$ cat config.mk
export PLATFORM = sky130hd
export DESIGN_NAME = ts_latch_bank
export DESIGN_NICKNAME = d
export VERILOG_FILES = /design/src/rtl/ts_pkg.sv /design/src/rtl/ts_stamp_latch.sv /design/src/rtl/ts_slot_alloc.sv /design/src/rtl/ts_latch_bank.sv
export SDC_FILE = /design/constraint.sdc
export NUM_CORES = 1
export LEC_CHECK = 0
export CAP_MARGIN = 20
export CORE_ASPECT_RATIO = 0.5
export CORE_UTILIZATION = 33
export DETAILED_ROUTE_END_ITERATION = 12
export GPL_TIMING_DRIVEN = 1
export SETUP_SLACK_MARGIN = 0.3
export SLEW_MARGIN = 0
export SYNTH_ARGS = -nofsm -noshare
export SYNTH_HDL_FRONTEND = slang
export SYNTH_HIERARCHICAL = 1
export SYNTH_SLANG_ARGS = --single-unit
$ cat constraint.sdc
create_clock -name clk -period 5.1 [get_ports clk]
set_clock_uncertainty 0.1 [all_clocks]
set_input_delay 1.02 -clock clk [delete_from_list [all_inputs] [get_ports clk]]
set_output_delay 1.02 -clock clk [all_outputs]
set_load 0.005 [all_outputs]
$ cat src/rtl/ts_pkg.sv
package ts_pkg;
   // Word address map of the read port
   localparam int ADDR_STATUS = 0;
   localparam int ADDR_TX_LO  = 1;
   localparam int ADDR_TX_HI  = 2;
   localparam int ADDR_RX_BASE = 4;

   // Status word bit positions
   localparam int STAT_TX_FULL = 8;
   localparam int STAT_TX_OVF  = 9;
   localparam int MAX_RX_SLOTS = 8;

   function automatic int rx_lo_addr(input int slot);
      return ADDR_RX_BASE + 2 * slot;
   endfunction

   function automatic int rx_hi_addr(input int slot);
      return ADDR_RX_BASE + 2 * slot + 1;
   endfunction
endpackage

$ cat src/rtl/ts_stamp_latch.sv
module ts_stamp_latch #(
   parameter int TIME_W = 64
) (
   input  logic              clk,
   input  logic              rst_n,
   input  logic              cap,
   input  logic              rel,
   input  logic [TIME_W-1:0] time_in,
   output logic [TIME_W-1:0] q,
   output logic              full
);
   always_ff @(posedge clk) begin
      if (!rst_n) begin
         q    <= '0;
         full <= 1'b0;
      end else if (cap) begin
         q    <= time_in;
         full <= 1'b1;
      end else if (rel) begin
         full <= 1'b0;
      end
   end

   // a capture is only ever steered into a latch that is free this cycle
   p_cap_only_free_r5: assert property (@(posedge clk) disable iff (!rst_n)
      cap |-> (!full || rel));
   // a release without a capture empties the latch
   p_release_empties_r4: assert property (@(posedge clk) disable iff (!rst_n)
      (rel && !cap) |=> !full);
   // a held value does not move while no capture arrives
   p_hold_value_r9: assert property (@(posedge clk) disable iff (!rst_n)
      (full && !cap) |=> $stable(q));
endmodule

$ cat src/rtl/ts_slot_alloc.sv
module ts_slot_alloc #(
   parameter int NUM_SLOTS = 4,
   localparam int SLOT_W = (NUM_SLOTS > 1) ? $clog2(NUM_SLOTS) : 1
) (
   input  logic                 clk,
   input  logic                 rst_n,
   input  logic                 req,
   input  logic [NUM_SLOTS-1:0] free,
   output logic [NUM_SLOTS-1:0] grant,
   output logic [SLOT_W-1:0]    idx,
   output logic                 vld
);
   logic [NUM_SLOTS:0] lower_free;

   assign lower_free[0] = 1'b0;

   for (genvar i = 0; i < NUM_SLOTS; i++) begin : g_chain
      assign grant[i]        = req & free[i] & ~lower_free[i];
      assign lower_free[i+1] = lower_free[i] | free[i];
   end

   always_comb begin
      idx = '0;
      for (int i = 0; i < NUM_SLOTS; i++) begin
         if (grant[i]) idx = idx | SLOT_W'(i);
      end
   end

   assign vld = |grant;

   // never more than one slot granted
   p_single_grant_r2: assert property (@(posedge clk) disable iff (!rst_n)
      $onehot0(grant));
   // a request with any free slot is always served
   p_served_when_free_r5: assert property (@(posedge clk) disable iff (!rst_n)
      (req && |free) |-> vld);
endmodule

$ cat src/rtl/ts_latch_bank.sv
module ts_latch_bank #(
   parameter int TIME_W    = 64,
   parameter int REG_W     = 32,
   parameter int NUM_SLOTS = 4,
   localparam int SLOT_W = (NUM_SLOTS > 1) ? $clog2(NUM_SLOTS) : 1,
   localparam int ADDR_W = $clog2(ts_pkg::ADDR_RX_BASE + 2 * NUM_SLOTS)
) (
   input  logic              clk,
   input  logic              rst_n,
   input  logic [TIME_W-1:0] time_now,
   input  logic              rx_evt,
   input  logic              tx_evt,
   input  logic              tx_irq_en,
   input  logic              rd_en,
   input  logic [ADDR_W-1:0] rd_addr,
   output logic [REG_W-1:0]  rd_data,
   output logic [SLOT_W-1:0] rx_slot,
   output logic              rx_slot_vld,
   output logic [NUM_SLOTS-1:0] rx_status,
   output logic              irq
);
   import ts_pkg::*;

   localparam int RX_END = ADDR_RX_BASE + 2 * NUM_SLOTS;

   if (TIME_W != 2 * REG_W) begin : g_bad_width
      $error("TIME_W must be twice REG_W");
   end
   if (NUM_SLOTS < 2 || NUM_SLOTS > MAX_RX_SLOTS || (NUM_SLOTS & (NUM_SLOTS - 1)) != 0) begin : g_bad_slots
      $error("NUM_SLOTS must be a power of two between 2 and 8");
   end
   if (REG_W <= STAT_TX_OVF) begin : g_bad_reg
      $error("REG_W too narrow for the status word");
   end

   // ---------------- release decode ----------------
   logic [NUM_SLOTS-1:0] rx_rel;
   logic                 tx_rel;
   logic                 stat_rd;

   for (genvar i = 0; i < NUM_SLOTS; i++) begin : g_rel
      assign rx_rel[i] = rd_en && (rd_addr == ADDR_W'(rx_hi_addr(i)));
   end
   assign tx_rel  = rd_en && (rd_addr == ADDR_W'(ADDR_TX_HI));
   assign stat_rd = rd_en && (rd_addr == ADDR_W'(ADDR_STATUS));

   // ---------------- receive slots ----------------
   logic [NUM_SLOTS-1:0] rx_full;
   logic [NUM_SLOTS-1:0] rx_free;
   logic [NUM_SLOTS-1:0] rx_grant;
   logic [TIME_W-1:0]    rx_q [NUM_SLOTS];

   assign rx_free = ~rx_full | rx_rel;

   ts_slot_alloc #(.NUM_SLOTS(NUM_SLOTS)) u_alloc (
      .clk   (clk),
      .rst_n (rst_n),
      .req   (rx_evt),
      .free  (rx_free),
      .grant (rx_grant),
      .idx   (rx_slot),
      .vld   (rx_slot_vld)
   );

   for (genvar i = 0; i < NUM_SLOTS; i++) begin : g_slot
      ts_stamp_latch #(.TIME_W(TIME_W)) u_slot (
         .clk     (clk),
         .rst_n   (rst_n),
         .cap     (rx_grant[i]),
         .rel     (rx_rel[i]),
         .time_in (time_now),
         .q       (rx_q[i]),
         .full    (rx_full[i])
      );
   end

   assign rx_status = rx_full;

   // ---------------- transmit latch ----------------
   logic              tx_full;
   logic              tx_take;
   logic              tx_ovf;
   logic [TIME_W-1:0] tx_q;

   assign tx_take = tx_evt && (!tx_full || tx_rel);

   ts_stamp_latch #(.TIME_W(TIME_W)) u_tx (
      .clk     (clk),
      .rst_n   (rst_n),
      .cap     (tx_take),
      .rel     (tx_rel),
      .time_in (time_now),
      .q       (tx_q),
      .full    (tx_full)
   );

   always_ff @(posedge clk) begin
      if (!rst_n)                 tx_ovf <= 1'b0;
      else if (tx_evt && !tx_take) tx_ovf <= 1'b1;
      else if (stat_rd)           tx_ovf <= 1'b0;
   end

   assign irq = tx_full & tx_irq_en;

   // ---------------- read mux ----------------
   logic [ADDR_W-1:0] rx_off;
   logic [SLOT_W-1:0] rx_sel;
   logic [REG_W-1:0]  status_word;

   always_comb begin
      status_word = '0;
      status_word[NUM_SLOTS-1:0] = rx_full;
      status_word[STAT_TX_FULL]  = tx_full;
      status_word[STAT_TX_OVF]   = tx_ovf;
   end

   assign rx_off = rd_addr - ADDR_W'(ADDR_RX_BASE);
   assign rx_sel = rx_off[SLOT_W:1];

   always_comb begin
      rd_data = '0;
      if (rd_addr == ADDR_W'(ADDR_STATUS)) begin
         rd_data = status_word;
      end else if (rd_addr == ADDR_W'(ADDR_TX_LO)) begin
         rd_data = tx_q[REG_W-1:0];
      end else if (rd_addr == ADDR_W'(ADDR_TX_HI)) begin
         rd_data = tx_q[TIME_W-1:REG_W];
      end else if (rd_addr >= ADDR_W'(ADDR_RX_BASE) && 32'(rd_addr) < RX_END) begin
         rd_data = rx_off[0] ? rx_q[rx_sel][TIME_W-1:REG_W] : rx_q[rx_sel][REG_W-1:0];
      end
   end

   // a full bank with no release in flight grants nothing
   p_drop_when_full_r5: assert property (@(posedge clk) disable iff (!rst_n)
      (rx_evt && (&rx_full) && !(|rx_rel)) |-> !rx_slot_vld);
   // the overflow flag holds until a status read
   p_ovf_sticky_r7: assert property (@(posedge clk) disable iff (!rst_n)
      (tx_ovf && !stat_rd) |=> tx_ovf);
   // the interrupt holds until the transmit upper word is read
   p_irq_hold_r8: assert property (@(posedge clk) disable iff (!rst_n)
      (irq && !tx_rel && !tx_evt && $stable(tx_irq_en)) |=> (irq || !tx_irq_en));
   // a same-cycle release of slot 0 lets a new event take slot 0
   p_reuse_slot0_r6: assert property (@(posedge clk) disable iff (!rst_n)
      (rx_evt && rx_rel[0]) |-> (rx_slot_vld && rx_slot == '0));
endmodule

-- After elaboration in Yosys (flattened, before gate mapping)
Index checks and enable logic that the tools add are counted.
- register bits: 326
- latch bits: 0
- RAM bits: 0
- bits in read-only memories: 0
- bits of input ports: 74
- output and inout bits: 40
- logic and storage cells: 80
- memories kept: 0
- add/sub/neg operators: 1
- multiply operators: 0
- div/mod/pow operators: 0
- magnitude comparators: 3
- equality and inequality tests: 6
- shifts and indexed selects: 0
- mux-type cells: 23
- bitwise logic cells: 16
- reductions and logical operators: 20
- operators with widths (cell ; number):
    $mux 32 ; 5
    $bmux 64 s2 ; 1
    $mux 64 ; 2
    $mux 1 ; 13
    $reduce_bool 2->1 ; 6
    $logic_and 1x1->1 ; 9
    $and 1x1->1 ; 8
    $eq 4x3->1 const B ; 2
    $eq 4x4->1 const B ; 2
    $eq 4x1->1 const B ; 1
    $eq 4x2->1 const B ; 1
    $ge 4x3->1 const B ; 1
    $logic_not 4->1 ; 1
    $lt 4x4->1 const B ; 1
    $mux 2 ; 2
    $not 4->4 ; 1
    $or 4x4->4 ; 1
    $reduce_or 4->1 ; 1
    $ge 3x3->1 const B ; 1
    $not 1->1 ; 3
    $not 2->3 ; 1
    $sub 3x3->3 const B ; 1
    $logic_not 1->1 ; 2
    $or 1x1->1 ; 2
    $logic_or 1x1->1 ; 1

-- Longest topological paths before layout
- depth after elaboration: 10
- mapped depth: 12
- depth with buffers taken out: 8

-- Cells and area by module
Netlist, hierarchy kept.
- modules (own cells, without submodules) (module ; instances ; cells each ; area each (um^2) ; seq. area each (um^2)):
    ts_stamp_latch ; 5 ; 209 ; 2497.4 ; 1301.2
    ts_latch_bank ; 1 ; 264 ; 2897.8 ; 20.0
    ts_slot_alloc ; 1 ; 13 ; 72.6 ; 0.0

-- Least setup slack after synthesis
Ideal clock, no wire load.
- path kind: input to output
- start: input port rd_addr[1]
- end: output port rx_slot[1]
- data arrival time: 2519 ps
- required time: 3980 ps
- path slack: 1461 ps
- cell stages on the path: 8
- buffers on the path: 4
- cell sequence: buf_6 clkbuf_4 buf_6 buf_4 nand2b_1 o21ai_0 or3b_1 nor2_1
- longest elaborated chain between the ends: 8
- elaborated cells between the ends (all ways): 19
- classes of those cells: 4 x eq/ne; 2 x mux; 9 x bitwise; 4 x reduce/logical
- RTL lines (element ; RTL line ; source):
    start: declaration ; ts_latch_bank.sv:15 ; input logic [ADDR_W-1:0] rd_addr,
    $eq 4x3->1 * ; ts_latch_bank.sv:42 ; assign rx_rel[i] = rd_en && (rd_addr == ADDR_W'(rx_hi_addr(i)));
    $logic_and 1x1->1 * ; ts_latch_bank.sv:42 ;
    $or 4x4->4 * ; ts_latch_bank.sv:53 ; assign rx_free = ~rx_full | rx_rel;
    via rx_free[0] ; ts_latch_bank.sv:49 ; logic [NUM_SLOTS-1:0] rx_free;
    $or 1x1->1 * ; ts_slot_alloc.sv:19 ; assign lower_free[i+1] = lower_free[i] | free[i];
    $not 1->1 or $or 1x1->1 (tied branches) ; ts_slot_alloc.sv:18, ts_slot_alloc.sv:19 ;
    $and 1x1->1 or $not 1->1 (tied branches) ; ts_slot_alloc.sv:18 ; assign grant[i] = req & free[i] & ~lower_free[i];
    $mux 2 or $and 1x1->1 (tied branches) ; ts_slot_alloc.sv:25, ts_slot_alloc.sv:18 ;
    $mux 2 * ; ts_slot_alloc.sv:25 ; if (grant[i]) idx = idx | SLOT_W'(i);
    end: declaration ; ts_latch_bank.sv:17 ; output logic [SLOT_W-1:0] rx_slot,
The timed path passes the listed nets; every way through them passes the cells marked *.

-- Worst setup path in the final report
- start: input port rd_addr[3]
- end: output port rd_data[26]
- longest elaborated chain between the ends: 6
- elaborated cells between the ends (all ways): 10
- classes of those cells: 2 x order compare; 2 x eq/ne; 4 x mux; 2 x reduce/logical
- RTL lines (element ; RTL line ; source):
    $ge 4x3->1 or $lt 4x4->1 (tied branches) ; ts_latch_bank.sv:128 ; end else if (rd_addr >= ADDR_W'(ADDR_RX_BASE) && 32'(rd_addr) < RX_END) begin
    $logic_and 1x1->1 ; ts_latch_bank.sv:128 ;
    $mux 32 ; ts_latch_bank.sv:128 ;
    $mux 32 ; ts_latch_bank.sv:126 ; end else if (rd_addr == ADDR_W'(ADDR_TX_HI)) begin
    $mux 32 ; ts_latch_bank.sv:124 ; end else if (rd_addr == ADDR_W'(ADDR_TX_LO)) begin
    $mux 32 * ; ts_latch_bank.sv:122 ; if (rd_addr == ADDR_W'(ADDR_STATUS)) begin
    end: declaration ; ts_latch_bank.sv:16 ; output logic [REG_W-1:0] rd_data,
Mark *: on every way between the ends. The rest lies on a longest branch, timed or not.

==> impl_metrics.tcl <==
set metrics [dict create \
    outcome "complete, no violations" \
    ys_seq_area_share_pct 42.2 \
    fin_nets 1471 \
    drt_wl_total_mm 38.2 \
    fillers 4462 \
    grt_pass1_wl_mm 59.1 \
    ys_warn_count 6 \
    ir_worst_vdd_v 0.000164 \
    grt_overflow_total 0 \
    maxCapViolations 0 \
    synth_nets 1399 \
    multiInputGateArea_sq_um 8020 \
    synthCells 1322 \
    path_max_fanout 26 \
    area_growth_pct 16.2 \
    p_total_uw 5840 \
    path_common_cell "clkdlybuf4s50_1" \
    path_class "primary input to output pin" \
    die_h_um 155 \
    grt_max_degree 136 \
    drc_errors 0 \
    p_comb_share_pct 11.2 \
    die_area_sq_um 47800 \
    cts.reportedPaths.clkPinSlew_ps 60 \
    dr.pass1.iters 5 \
    clockRootBuffer "clkbuf_16" \
    rsz0062_at_grt "no" \
    fp.coreArea_sq_um 45700 \
    clock_power_share_pct 42.6 \
    crit_path_end_kind "output pin" \
    numPortBuffers 113 \
    crit_chain "clkdlybuf4s50_1, inv_1, ha_2, a21bo_2, and3_2, a221o_1, clkdlybuf4s50_1" \
    yosysTopAreaCell "dfxtp_1" \
    cts_sinks 326 \
    fin_ws_ps 515 \
    synth_top_cells_by_count "338 x mux2i_1, 328 x nor2b_1, 326 x dfxtp_1, 58 x mux4_2, 52 x clkbuf_1" \
    wl_per_cell_um 18.7 \
    cp.arrival_ps 3470 \
    leakage_uw 0.00613 \
    detailed_place_hpwl_mm 23.8 \
    synth_flop_cell "dfxtp_1" \
    path_buf_inv 3 \
    num_rows 55 \
    ant_nets 0 \
    ctsResizeCount 0 \
    slew_violations 0 \
    p_switching_uw 1420 \
    grt_usage_pct 15.9 \
    worstHoldPathType "register to register" \
    min_period_over_period_pct 89.9 \
    place_ws_ps 533 \
    path_delay_family "buffers and inverters" \
    intPower_uw 4420 \
    ctsHoldBuffers 0 \
    synth_top_area_share_pct 42.2 \
    fmax_mhz 218 \
    final-seq-area_sq_um 6530 \
    cts_buffers 34 \
    p_per_area_nw_per_um2 325 \
    crit_slowest_cell "and3_2" \
    io_pins 114 \
    synth_edf_count 0 \
    switching_share_pct 24.3 \
    period_needed_ps 4590 \
    syn_avg_cell_area_sq_um 11.7 \
    via_per_inst 4.85 \
    start_util_pct 33.8 \
    async_reset_ff_share_pct 0 \
    drt_iter0_drc 601 \
    die_w_um 308 \
    p_seq_share_pct 46.1 \
    critical_path_required_ps 3980 \
    synth.most_common_cell "mux2i_1" \
    ys_ff_latch 326 \
    tightest_slew_ps 884 \
    slowest_delay_ps 670 \
    ys_types 38 \
    setup-tns-final_ps 0 \
    post-cts-setup-buffers 0 \
    maxSlewHeadroom_pct 40.9 \
    setup_viol 0 \
    syn_area_sq_um 15500 \
    cts_tree "yes" \
    fin_util_pct 39.3 \
    worst_setup_path_start_kind "primary input" \
    antenna_found_initial 3 \
    num_vias 9933 \
    routabilityCongestion 0.745 \
    htree_num_levels 2 \
    grt_pass1_vias 9851 \
    hold_viol_final 0 \
    drive_gt1_share_pct 11.2 \
    synth_area_leaders "dfxtp_1 42%, mux2i_1 22%, nor2b_1 13%" \
    clk-insertion-delay-late_ps 510 \
    hold_ws_ps 409 \
    cts_buffer_depth 3 \
]
## layout by cell type (no fill, tap or decap), types with 2 or more instances in the layout
master	synthesis	final
dfxtp_1	326	326
o2bb2ai_1	6	6
a22oi_1	6	6
nor2_4	0	2
nor2_1	11	9
clkbuf_16	0	35
and2_4	0	2
ha_1	3	2
clkbuf_8	0	6
a32o_1	6	6
a22o_1	26	26
nand2_1	4	4
o21a_1	5	5
buf_12	20	11
nor2b_1	328	326
inv_1	4	4
bufinv_16	0	2
mux4_2	58	58
buf_4	6	23
a21oi_1	7	7
buf_6	13	2
o21ai_1	6	6
clkdlybuf4s50_1	0	109
o21ai_0	5	5
mux2i_1	338	338
and4_1	26	26
nor2b_4	0	2
clkinv_2	0	9
clkbuf_1	52	6
a221o_1	26	26
nand2b_1	9	9
## per-layer routing
layer | track usage, % | vias up | share of wire (%) | routed length (um)
met4 | 4.00 | 4 | 1.8 | 704
li1 | - | 4873 | - | -
met2 | 26.3 | 135 | 47 | 17900
met3 | 2.55 | 47 | 3.7 | 1420
met1 | 21.5 | 4874 | 47 | 18100
met5 | 0 | - | 0.068 | 26
## cell type report
class | instances | share of cell area [%]
diodes | 1 | 0.0139
clock buffers | 47 | 5.46
clock inverters | 13 | 0.676
inverters | 4 | 0.0836
multi-input cells | 882 | 44.7
flip-flops and latches | 326 | 36.3
well taps | 627 | 4.37
repair buffers | 146 | 8.41
## power groups by stage
stage	logic, uW	clock network (uW)	registers, uW
after floorplan	458	0	2730
after global placement	655	0	2750
after detailed placement	661	0	2750
after CTS	662	2560	2690
after global routing	709	2650	2700
final	656	2490	2690
## final timing paths
check                         startpoint                     end  slack [ps]  cells after the start
hold / removal    g_slot[3].u_slot/q[48]  g_slot[3].u_slot/q[48]         410                      2
setup / recovery              rd_addr[3]             rd_data[26]         510                      7
hold reg to reg   g_slot[3].u_slot/q[48]  g_slot[3].u_slot/q[48]         410                      2
setup reg to reg   g_slot[0].u_slot/full  g_slot[3].u_slot/q[56]        2550                      6
## worst reg2reg max path, delay by kind of cell (launching register included)
kind                   cells  cell delay [ps]
AOI/OAI and AO/OA          1              180
buffers and inverters      1              330
and+or+nand+nor            3             1260
muxes                      1              200
DFF                        1              380
## sequential cells by signal (all words and copies together), names as in the netlist
name	flops
g_slot.u_slot/q	256
g_slot.u_slot/full	4
u_tx/full	1
u_tx/q	64
tx_ovf	1
## kinds of logic (layout without fill, tap and decap cells)
group           count (synthesis)  after routing  share of synthesized area, %
other cells                     0              1                             0
fa+ha+maj                       3              3                         0.243
simple gates                  385            385                          15.8
flops                         326            326                          42.2
compound gates                 98             98                          5.26
buf+inv                       114            210                          6.14
mux                           396            396                          30.3
## per-stage QoR
step / cell area [sq um] / instances
detailed placement: 16900 / 1985
floorplan: 15500 / 1322
finish: 18000 / 2046
global route: 18000 / 2046
global placement: 16900 / 1985
CTS: 18000 / 2045
No activity file was read; power rests on OpenSTA's default activity.
